File: config.mk
export PLATFORM = sky130hd
export DESIGN_NAME = sgi_accept_filter
export DESIGN_NICKNAME = d
export VERILOG_FILES = /design/src/rtl/sgi_filter_pkg.sv /design/src/rtl/sgi_gate.sv /design/src/rtl/line_track.sv /design/src/rtl/sgi_accept_filter.sv
export SDC_FILE = /design/constraint.sdc
export NUM_CORES = 1
export LEC_CHECK = 0
export CAP_MARGIN = 20
export CORE_UTILIZATION = 40
export CTS_CLUSTER_SIZE = 28
export DETAILED_ROUTE_END_ITERATION = 10
export HOLD_SLACK_MARGIN = 0.15
export PLACE_DENSITY = 0.89
export SYNTH_ARGS = -nofsm -noshare
export SYNTH_HDL_FRONTEND = slang
export SYNTH_SLANG_ARGS = --single-unit
File: constraint.sdc
create_clock -name clk -period 6.75 [get_ports clk]
set_clock_uncertainty 0.2 [all_clocks]
set_input_delay 1.0125 -clock clk [delete_from_list [all_inputs] [get_ports clk]]
set_output_delay 1.0125 -clock clk [all_outputs]
set_load 0.01 [all_outputs]
File: src/rtl/sgi_filter_pkg.sv
package sgi_filter_pkg;
  localparam int unsigned PERM_W = 2;
  typedef logic [PERM_W-1:0] perm_t;
  localparam perm_t PERM_G0_MIN = 2'd1;
  localparam perm_t PERM_G1_MIN = 2'd2;
endpackage

File: src/rtl/sgi_gate.sv
module sgi_gate
  import sgi_filter_pkg::*;
#(
  parameter int unsigned NUM_SGI = 16,
  localparam int unsigned ID_W = $clog2(NUM_SGI)
) (
  input  logic                      req_valid,
  input  logic [ID_W-1:0]           req_id,
  input  logic                      req_grp1,
  input  logic                      req_ns,
  input  logic                      sec_off,
  input  logic [NUM_SGI-1:0]        grp_bits,
  input  logic [PERM_W*NUM_SGI-1:0] perm_bits,
  output logic                      accept
);
  logic  tgt_grp1;
  logic  eff_grp1;
  perm_t perm;
  logic  perm_ok;

  always_comb begin
    tgt_grp1 = grp_bits[req_id];
    // a group-1 request aimed at a group-0 ID is downgraded
    eff_grp1 = req_grp1 & tgt_grp1;
    perm     = perm_bits[PERM_W*req_id +: PERM_W];
    if (req_ns && !sec_off)
      perm_ok = tgt_grp1 ? (perm >= PERM_G1_MIN) : (perm >= PERM_G0_MIN);
    else
      perm_ok = 1'b1;
    accept = req_valid && (eff_grp1 == tgt_grp1) && perm_ok;
  end
endmodule

File: src/rtl/line_track.sv
module line_track #(
  parameter int unsigned NUM_LINE = 16,
  localparam int unsigned WORD_W = 2 * NUM_LINE
) (
  input  logic                clk,
  input  logic                rst_n,
  input  logic [NUM_LINE-1:0] line_in,
  input  logic                cfg_we,
  input  logic [WORD_W-1:0]   cfg_word,
  input  logic [NUM_LINE-1:0] cfg_mask,
  output logic [NUM_LINE-1:0] edge_mode,
  output logic [NUM_LINE-1:0] lvl_q,
  output logic [NUM_LINE-1:0] rise_set,
  output logic                lvl_chg
);
  logic [NUM_LINE-1:0] sel_bits;

  for (genvar n = 0; n < NUM_LINE; n++) begin : g_line
    assign sel_bits[n] = cfg_word[2*n+1];
    assign rise_set[n] = line_in[n] & ~lvl_q[n] & edge_mode[n];

    always_ff @(posedge clk) begin
      if (!rst_n) begin
        edge_mode[n] <= 1'b0;
        lvl_q[n]     <= 1'b0;
      end else begin
        if (cfg_we && cfg_mask[n]) edge_mode[n] <= sel_bits[n];
        lvl_q[n] <= line_in[n];
      end
    end
  end

  assign lvl_chg = |(line_in ^ lvl_q);

  assert_trig_mask_R8: assert property (@(posedge clk) disable iff (!rst_n)
    cfg_we |=> (((edge_mode ^ $past(edge_mode)) & ~$past(cfg_mask)) == '0));

  assert_lvl_follow_R6: assert property (@(posedge clk) disable iff (!rst_n)
    1'b1 |=> (lvl_q == $past(line_in)));
endmodule

File: src/rtl/sgi_accept_filter.sv
module sgi_accept_filter
  import sgi_filter_pkg::*;
#(
  parameter int unsigned NUM_SGI  = 16,
  parameter int unsigned NUM_LINE = 16,
  localparam int unsigned ID_W   = $clog2(NUM_SGI),
  localparam int unsigned NUM_ID = NUM_SGI + NUM_LINE,
  localparam int unsigned WORD_W = 2 * NUM_LINE
) (
  input  logic                      clk,
  input  logic                      rst_n,
  input  logic                      sgi_valid,
  output logic                      sgi_ready,
  input  logic [ID_W-1:0]           sgi_id,
  input  logic                      sgi_grp1,
  input  logic                      sgi_ns,
  input  logic                      sec_off,
  input  logic [NUM_ID-1:0]         grp_cfg,
  input  logic [PERM_W*NUM_SGI-1:0] ns_perm,
  input  logic [NUM_LINE-1:0]       line_in,
  input  logic                      trig_we,
  input  logic                      trig_ns,
  input  logic [WORD_W-1:0]         trig_wdata,
  output logic [NUM_ID-1:0]         pend,
  output logic [NUM_LINE-1:0]       trig_edge,
  output logic [NUM_LINE-1:0]       line_lvl,
  output logic                      upd
);
  logic                accept;
  logic [NUM_LINE-1:0] wmask;
  logic [NUM_LINE-1:0] rise_set;
  logic                lvl_chg;
  logic [NUM_SGI-1:0]  sgi_set;
  logic [NUM_ID-1:0]   pend_nxt;

  assign sgi_ready = 1'b1;

  sgi_gate #(.NUM_SGI(NUM_SGI)) u_gate (
    .req_valid (sgi_valid),
    .req_id    (sgi_id),
    .req_grp1  (sgi_grp1),
    .req_ns    (sgi_ns),
    .sec_off   (sec_off),
    .grp_bits  (grp_cfg[NUM_SGI-1:0]),
    .perm_bits (ns_perm),
    .accept    (accept)
  );

  // non-secure writes with security on may touch group-1 lines only
  assign wmask = (trig_ns && !sec_off) ? grp_cfg[NUM_ID-1:NUM_SGI] : '1;

  line_track #(.NUM_LINE(NUM_LINE)) u_lines (
    .clk       (clk),
    .rst_n     (rst_n),
    .line_in   (line_in),
    .cfg_we    (trig_we),
    .cfg_word  (trig_wdata),
    .cfg_mask  (wmask),
    .edge_mode (trig_edge),
    .lvl_q     (line_lvl),
    .rise_set  (rise_set),
    .lvl_chg   (lvl_chg)
  );

  always_comb begin
    sgi_set = '0;
    if (accept) sgi_set[sgi_id] = 1'b1;
    pend_nxt = pend | {rise_set, sgi_set};
  end

  always_ff @(posedge clk) begin
    if (!rst_n) begin
      pend <= '0;
      upd  <= 1'b0;
    end else begin
      pend <= pend_nxt;
      upd  <= accept | (pend_nxt != pend) | lvl_chg;
    end
  end

  assert_accept_sets_R5: assert property (@(posedge clk) disable iff (!rst_n)
    accept |=> pend[$past(sgi_id)]);

  assert_pend_sticky_R5: assert property (@(posedge clk) disable iff (!rst_n)
    1'b1 |=> (($past(pend) & ~pend) == '0));

  assert_drop_holds_R3: assert property (@(posedge clk) disable iff (!rst_n)
    !accept |=> (pend[NUM_SGI-1:0] == $past(pend[NUM_SGI-1:0])));

  assert_level_no_latch_R6: assert property (@(posedge clk) disable iff (!rst_n)
    1'b1 |=> ((pend[NUM_ID-1:NUM_SGI] & ~$past(pend[NUM_ID-1:NUM_SGI])
               & ~$past(trig_edge)) == '0));

  assert_upd_strobe_R9: assert property (@(posedge clk) disable iff (!rst_n)
    accept |=> upd);
endmodule

Yosys cells after proc, flatten, opt, wreduce, memory -nomap -nowiden
Cells that the tools add are included.
{ "totals": {"output_inout_bits": 66, "inputBits": 124, "register_bits": 65} }
{ "op_classes": {"mux": 8, "n_shift": 1, "magnitude_cmp": 4, "eq_ne": 2, "bitwise_logic": 53, "n_reduce_logical": 23} }
{ "ops": {"columns": ["operator", "count"], "rows": [
  ["$and A1 B1 Y1", 33],
  ["$mux W16", 2],
  ["$ne A32 B32 Y1", 1],
  ["$or A32 B32 Y32", 1],
  ["$shiftx A32 B6 Y2", 1],
  ["$logic_and A1 B1 Y1", 21],
  ["$not A1 Y1", 16],
  ["$reduce_or A16 Y1", 1],
  ["$xor A16 B16 Y16", 1],
  ["$lt A4 B5 Y1 const B", 1],
  ["$bmux W1 S4", 1],
  ["$demux W1 S4", 1],
  ["$ge A4 B1 Y1 const B", 1],
  ["$mux W1", 4],
  ["$ge A2 B1 Y1 const B", 1],
  ["$ge A2 B2 Y1 const B", 1],
  ["$or A1 B1 Y1", 2],
  ["$eq A1 B1 Y1", 1],
  ["$logic_not A1 Y1", 1]
]} }

Depth between registers and ports, before layout
{ "logic_depth": {"ltp_word": 11, "depth_mapped": 8} }

Hierarchy
From an unflattened synthesis, not the netlist that was laid out.
{ "hier_totals": {"cells_unflattened": 347, "hier_area_um2": 3256.9} }
{ "modules_own_cells": {"columns": ["mod", "area_per_inst_um2", "seq_area_each_um2", "n_inst", "cells_each"], "rows": [
  ["line_track", 1500.2, 640.6, 1, 155],
  ["sgi_accept_filter", 1308.8, 660.6, 1, 161],
  ["sgi_gate", 447.9, 0.0, 1, 31]
]} }

Worst setup path after synthesis
No wires, ideal clock.
{ "synth_path": {"path_kind": "input -> register", "from": "input sgi_id[1]", "to": "register pend[10]", "setup_slack_ns": 3.895, "arrival_ns": 2.538, "required_time_ns": 6.433, "n_path_buf": 1, "stages": 6, "path_cell_list": "buf_6 -> mux4_2 -> mux2_2 -> and2_4 -> o221a_4 -> a32o_1"} }
{ "synth_between": {"elab_chain_len": 8} }
{ "synth_lines": {"columns": ["element", "line_no", "source"], "rows": [
  ["start, declared", "sgi_accept_filter.sv:14", "input logic [ID_W-1:0] sgi_id,"],
  ["parallel branches: the longest is 6 deep, another holds $ge A2 B1 Y1", null, null],
  ["$mux W16 *", "sgi_accept_filter.sv:67", "if (accept) sgi_set[sgi_id] = 1'b1;"],
  ["$or A32 B32 Y32 *", "sgi_accept_filter.sv:68", "pend_nxt = pend | {rise_set, sgi_set};"],
  ["end signal, assigned", "sgi_accept_filter.sv:76", "pend <= pend_nxt;"],
  ["end, declared", "sgi_accept_filter.sv:24", "output logic [NUM_ID-1:0] pend,"]
]} }
Mark *: on every way between the ends. The select of a mux whose other input is x is not followed.
A chain may end at the register's enable or synchronous reset.

Worst setup path after layout
{ "layout_path": {"from": "input sgi_id[1]", "to": "register pend[0]"} }
The elaborated chain is that of the path after synthesis.

==> impl_results.md <==
- Outcome: completed
- Dominant cells by area after synthesis: dfxtp_1 (41%), mux2i_1 (8.3%), ha_1 (6.4%)
- DR WL/cell: 16.3 um
- Area Growth Syn to Fin: 63.7%
- Post-synth top area share: 41.4%
- Vias in the first global route: 3212
- Post-CTS Hold Buffers: 0
- NetSw: approximately 240 uW
- Max_slew headroom: 32.6%
- Worst setup EP type: flip-flop
- Overall routed net length: 9590 um
- Worst ir drop on vdd: 92.4 uV
- Number of CTS-inserted buffers: 9
- Die area: 8220 um2
- Pint: 785 uW
- Root Driver: clkbuf_8
- Largest family of logic cells by synthesized area: simple AND/OR/NAND/NOR gates
- GP Congestion: 0.843
- # IOs: 190
- Worst skew pair latency: ~330 ps
- Power Dens Cells: 200 nW/um2
- Syn Area/Cell: 9.98 um2
- First-pass GRT wire length: ~16000 um
- Vias: around 3000
- Final core occ: 69.4%
- Largest net degree at the start of global routing: 69
- Row cnt: 31
- Clock network power share: 39.7%
- Global route overflow: 0
- Crit path max fanout: 18
- GRT Overall Usage: roughly a quarter
- Post-synthesis mux area share: between 10% and 20%
- Critical Path RT: 6820 ps
- Fill count: 546
- Layout cells sized above 1: 6.97%
- Setup TNS: 0 ps
- Synth Warn #: 0
- Comb pwr share: 20.0%
- RSZ-0062 raised after global routing: false
- # Max-Cap Violations: 0
- ANT nets after route: 0
- Fin. Hold Viols: 0
- Max clock buf depth: 2
- CP Data Arrival Time: 3810 ps
- Synth unique cells: 38
- Remaining DRCs: 0
- Register share of total power: 40.3%
- Leak: between 1.5 and 2 nW
- Slew @ Worst Pin: 1010 ps
- Max Slew Vio Count: 0
- CTS tree: built
- FF+latch area: 1300 um2
- Hold Crit Class: reg2reg
- Pre-antenna DRT Iters: 4
- Largest area contributor in the netlist: dfxtp_1
- Post-Synth Adder-Cell Area: between 6 and 7%
- Sequential area share after synthesis: 41.4%
- Fin nets: between 600 and 700
- Hold endpoint: pend[2]$_SDFF_PN0_
- Post-synth ARST share: 0%
- Syn Nets: 455
- Synthesized cell area: 3140 um2
- Setup WS pre-CTS: 2680 ps
- EDFF count, synth: 0
- Setup bufs post-CTS: 0
- Reg2reg setup slack: 4420 ps
- Period minus WS final: 3740 ps
- Final setup fails: 0
- CTS H-tree lvls: 3
- R2R depth: 6
- Synth Area in XOR/XNOR: 0%
- Initial antenna violation count: 0
- Core region area: about 7400 um2
- Critical path type: in2reg
- Non-Filler Instances: 587
- Most common flop cell mapped by yosys: dfxtp_1
- Die Y: 90.6 um
- DP Area: 4890 um2
- # resized after CTS: 0
- Worst R2R Start: u_lines.lvl_q[1]$_SDFF_PN0_
- Synth Area in Compound Gates: 14.7%
- Reg clk slew, reported paths: around 70 ps
- Hold path cells: 1
- Yosys reg bits: 65
- Final cycle utilization of the critical path: a little under three fifths
- Synth Area in Simple Gates: 17.0%
- Fmax: 0.267 GHz
- Starting Density: 42.4%
- Area occupied by multi-input gates: 1690 um2
- DP Cell Count: 571
- Worst min-delay path startpoint: pend[2]$_SDFF_PN0_
- Dpl hpwl: between 7000 and 8000 um
- Final setup margin: 3010 ps
- # port buffers: 172
- Post-route cell area: 5140 um2
- Critical path startpoint category: primary input
- ANT cells: 0
- Die W: 90.6 um
- TritonCTS Sinks: 65
- Gate Count Post-Synth: 315
- Vias per cell: slightly above 5
- Worst reg2reg path endpoint: upd$_SDFF_PN0_
- DR iter-0 viols: 62
- Sw Ratio: 23.7%
-- worst max path at each step --
stage                    from             endpoint  slack [ps]  cells after the start
finish              sgi_id[1]   pend[0]$_SDFF_PN0_        3010                      7
CTS                 sgi_id[1]   pend[0]$_SDFF_PN0_        3030                      7
global placement    sgi_id[1]  pend[12]$_SDFF_PN0_        2760                      6
detailed placement  sgi_id[1]   pend[0]$_SDFF_PN0_        2680                      7
global route        sgi_id[1]   pend[2]$_SDFF_PN0_        2820                      7
floorplan           sgi_id[1]  pend[10]$_SDFF_PN0_        3890                      6
-- placed cells by master (no fill, tap or decap), types with 2 or more instances in the layout --
| cell | synthesis | layout |
|---|---|---|
| nand2_1 | 21 | 21 |
| nand3_1 | 2 | 2 |
| a21oi_1 | 16 | 16 |
| and2_1 | 17 | 17 |
| a32o_1 | 6 | 6 |
| o22ai_1 | 9 | 9 |
| mux4_2 | 8 | 8 |
| clkdlybuf4s50_1 | 0 | 171 |
| inv_1 | 17 | 17 |
| nor3b_1 | 2 | 2 |
| nor2b_1 | 32 | 32 |
| ha_1 | 16 | 16 |
| dfxtp_1 | 65 | 65 |
| nand4_1 | 4 | 4 |
| nor2_1 | 10 | 10 |
| bufinv_16 | 0 | 3 |
| o21ai_0 | 17 | 17 |
| a22o_1 | 11 | 11 |
| mux2i_1 | 26 | 26 |
| nor3_1 | 3 | 3 |
| mux2_2 | 4 | 4 |
| clkbuf_8 | 0 | 10 |
| clkinvlp_4 | 0 | 2 |
-- flip-flops by register name, indices dropped and copies added, names as in the netlist --
signal             flops
u_lines.lvl_q         16
pend                  32
upd                    1
u_lines.edge_mode     16
-- cells by family (layout without fill, tap and decap cells) --
family | Yosys count | in the layout
other | 1 | 1
buffers and inverters | 32 | 205
AND/OR/NAND/NOR | 97 | 97
AO/OA/AOI/OAI | 66 | 66
multiplexers | 38 | 38
flip-flops | 65 | 65
adder cells (fa/ha/maj) | 16 | 16
-- power by group through the flow --
| stage | Sequential (mW) | Clock [mW] | Combinational (mW) |
|---|---|---|---|
| after global routing | 0.416 | 0.435 | 0.223 |
| after floorplan | 0.428 | 0 | 0.0820 |
| after detailed placement | 0.422 | 0 | 0.206 |
| after CTS | 0.414 | 0.415 | 0.208 |
| final | 0.414 | 0.408 | 0.206 |
| after global placement | 0.422 | 0 | 0.200 |
-- routing by layer --
layer / part of all wire, % / global-route usage (%) / vias up
li1: - / - / 1459
met1: 37 / 25.6 / 1412
met2: 54 / 47.0 / 156
met3: 7.9 / 6.65 / 9
met4: 0.86 / 5.91 / 0
met5: 0 / 0 / -
-- synthesized netlist by cell type (2+ instances only) --
library cell,n
nand3_1,2
a32o_1,6
nor2_1,10
a22o_1,11
nand2_1,21
mux4_2,8
o22ai_1,9
mux2i_1,26
o21ai_0,17
clkbuf_1,9
nand4_1,4
nor3_1,3
nor3b_1,2
buf_4,2
mux2_2,4
nor2b_1,32
buf_6,2
and2_1,17
a21oi_1,16
dfxtp_1,65
inv_1,17
ha_1,16
-- metrics by stage --
step / hold slack, ps / total power [mW]
after floorplan: 311 / 0.510
after global placement: 246 / 0.622
after detailed placement: 257 / 0.628
after CTS: 272 / 1.04
after global routing: 301 / 1.07
final: 275 / 1.03
-- layout make-up --
| type | instances | area share, % |
|---|---|---|
| multi-input cells | 218 | 32.8 |
| inverters | 17 | 1.24 |
| clock buffers | 10 | 2.68 |
| well taps | 99 | 2.41 |
| clock inverters | 6 | 2.21 |
| repair buffers | 172 | 33.4 |
| flip-flops and latches | 65 | 25.3 |
-- critical path, stage by stage --
cell	delay [ps]
clkdlybuf4s50_1	1090
nor2_1	240
a22o_1	290
o2111a_1	260
a31o_1	220
a211oi_4	450
a32o_1	240
Note: power is estimated with default switching activity, not from simulation.
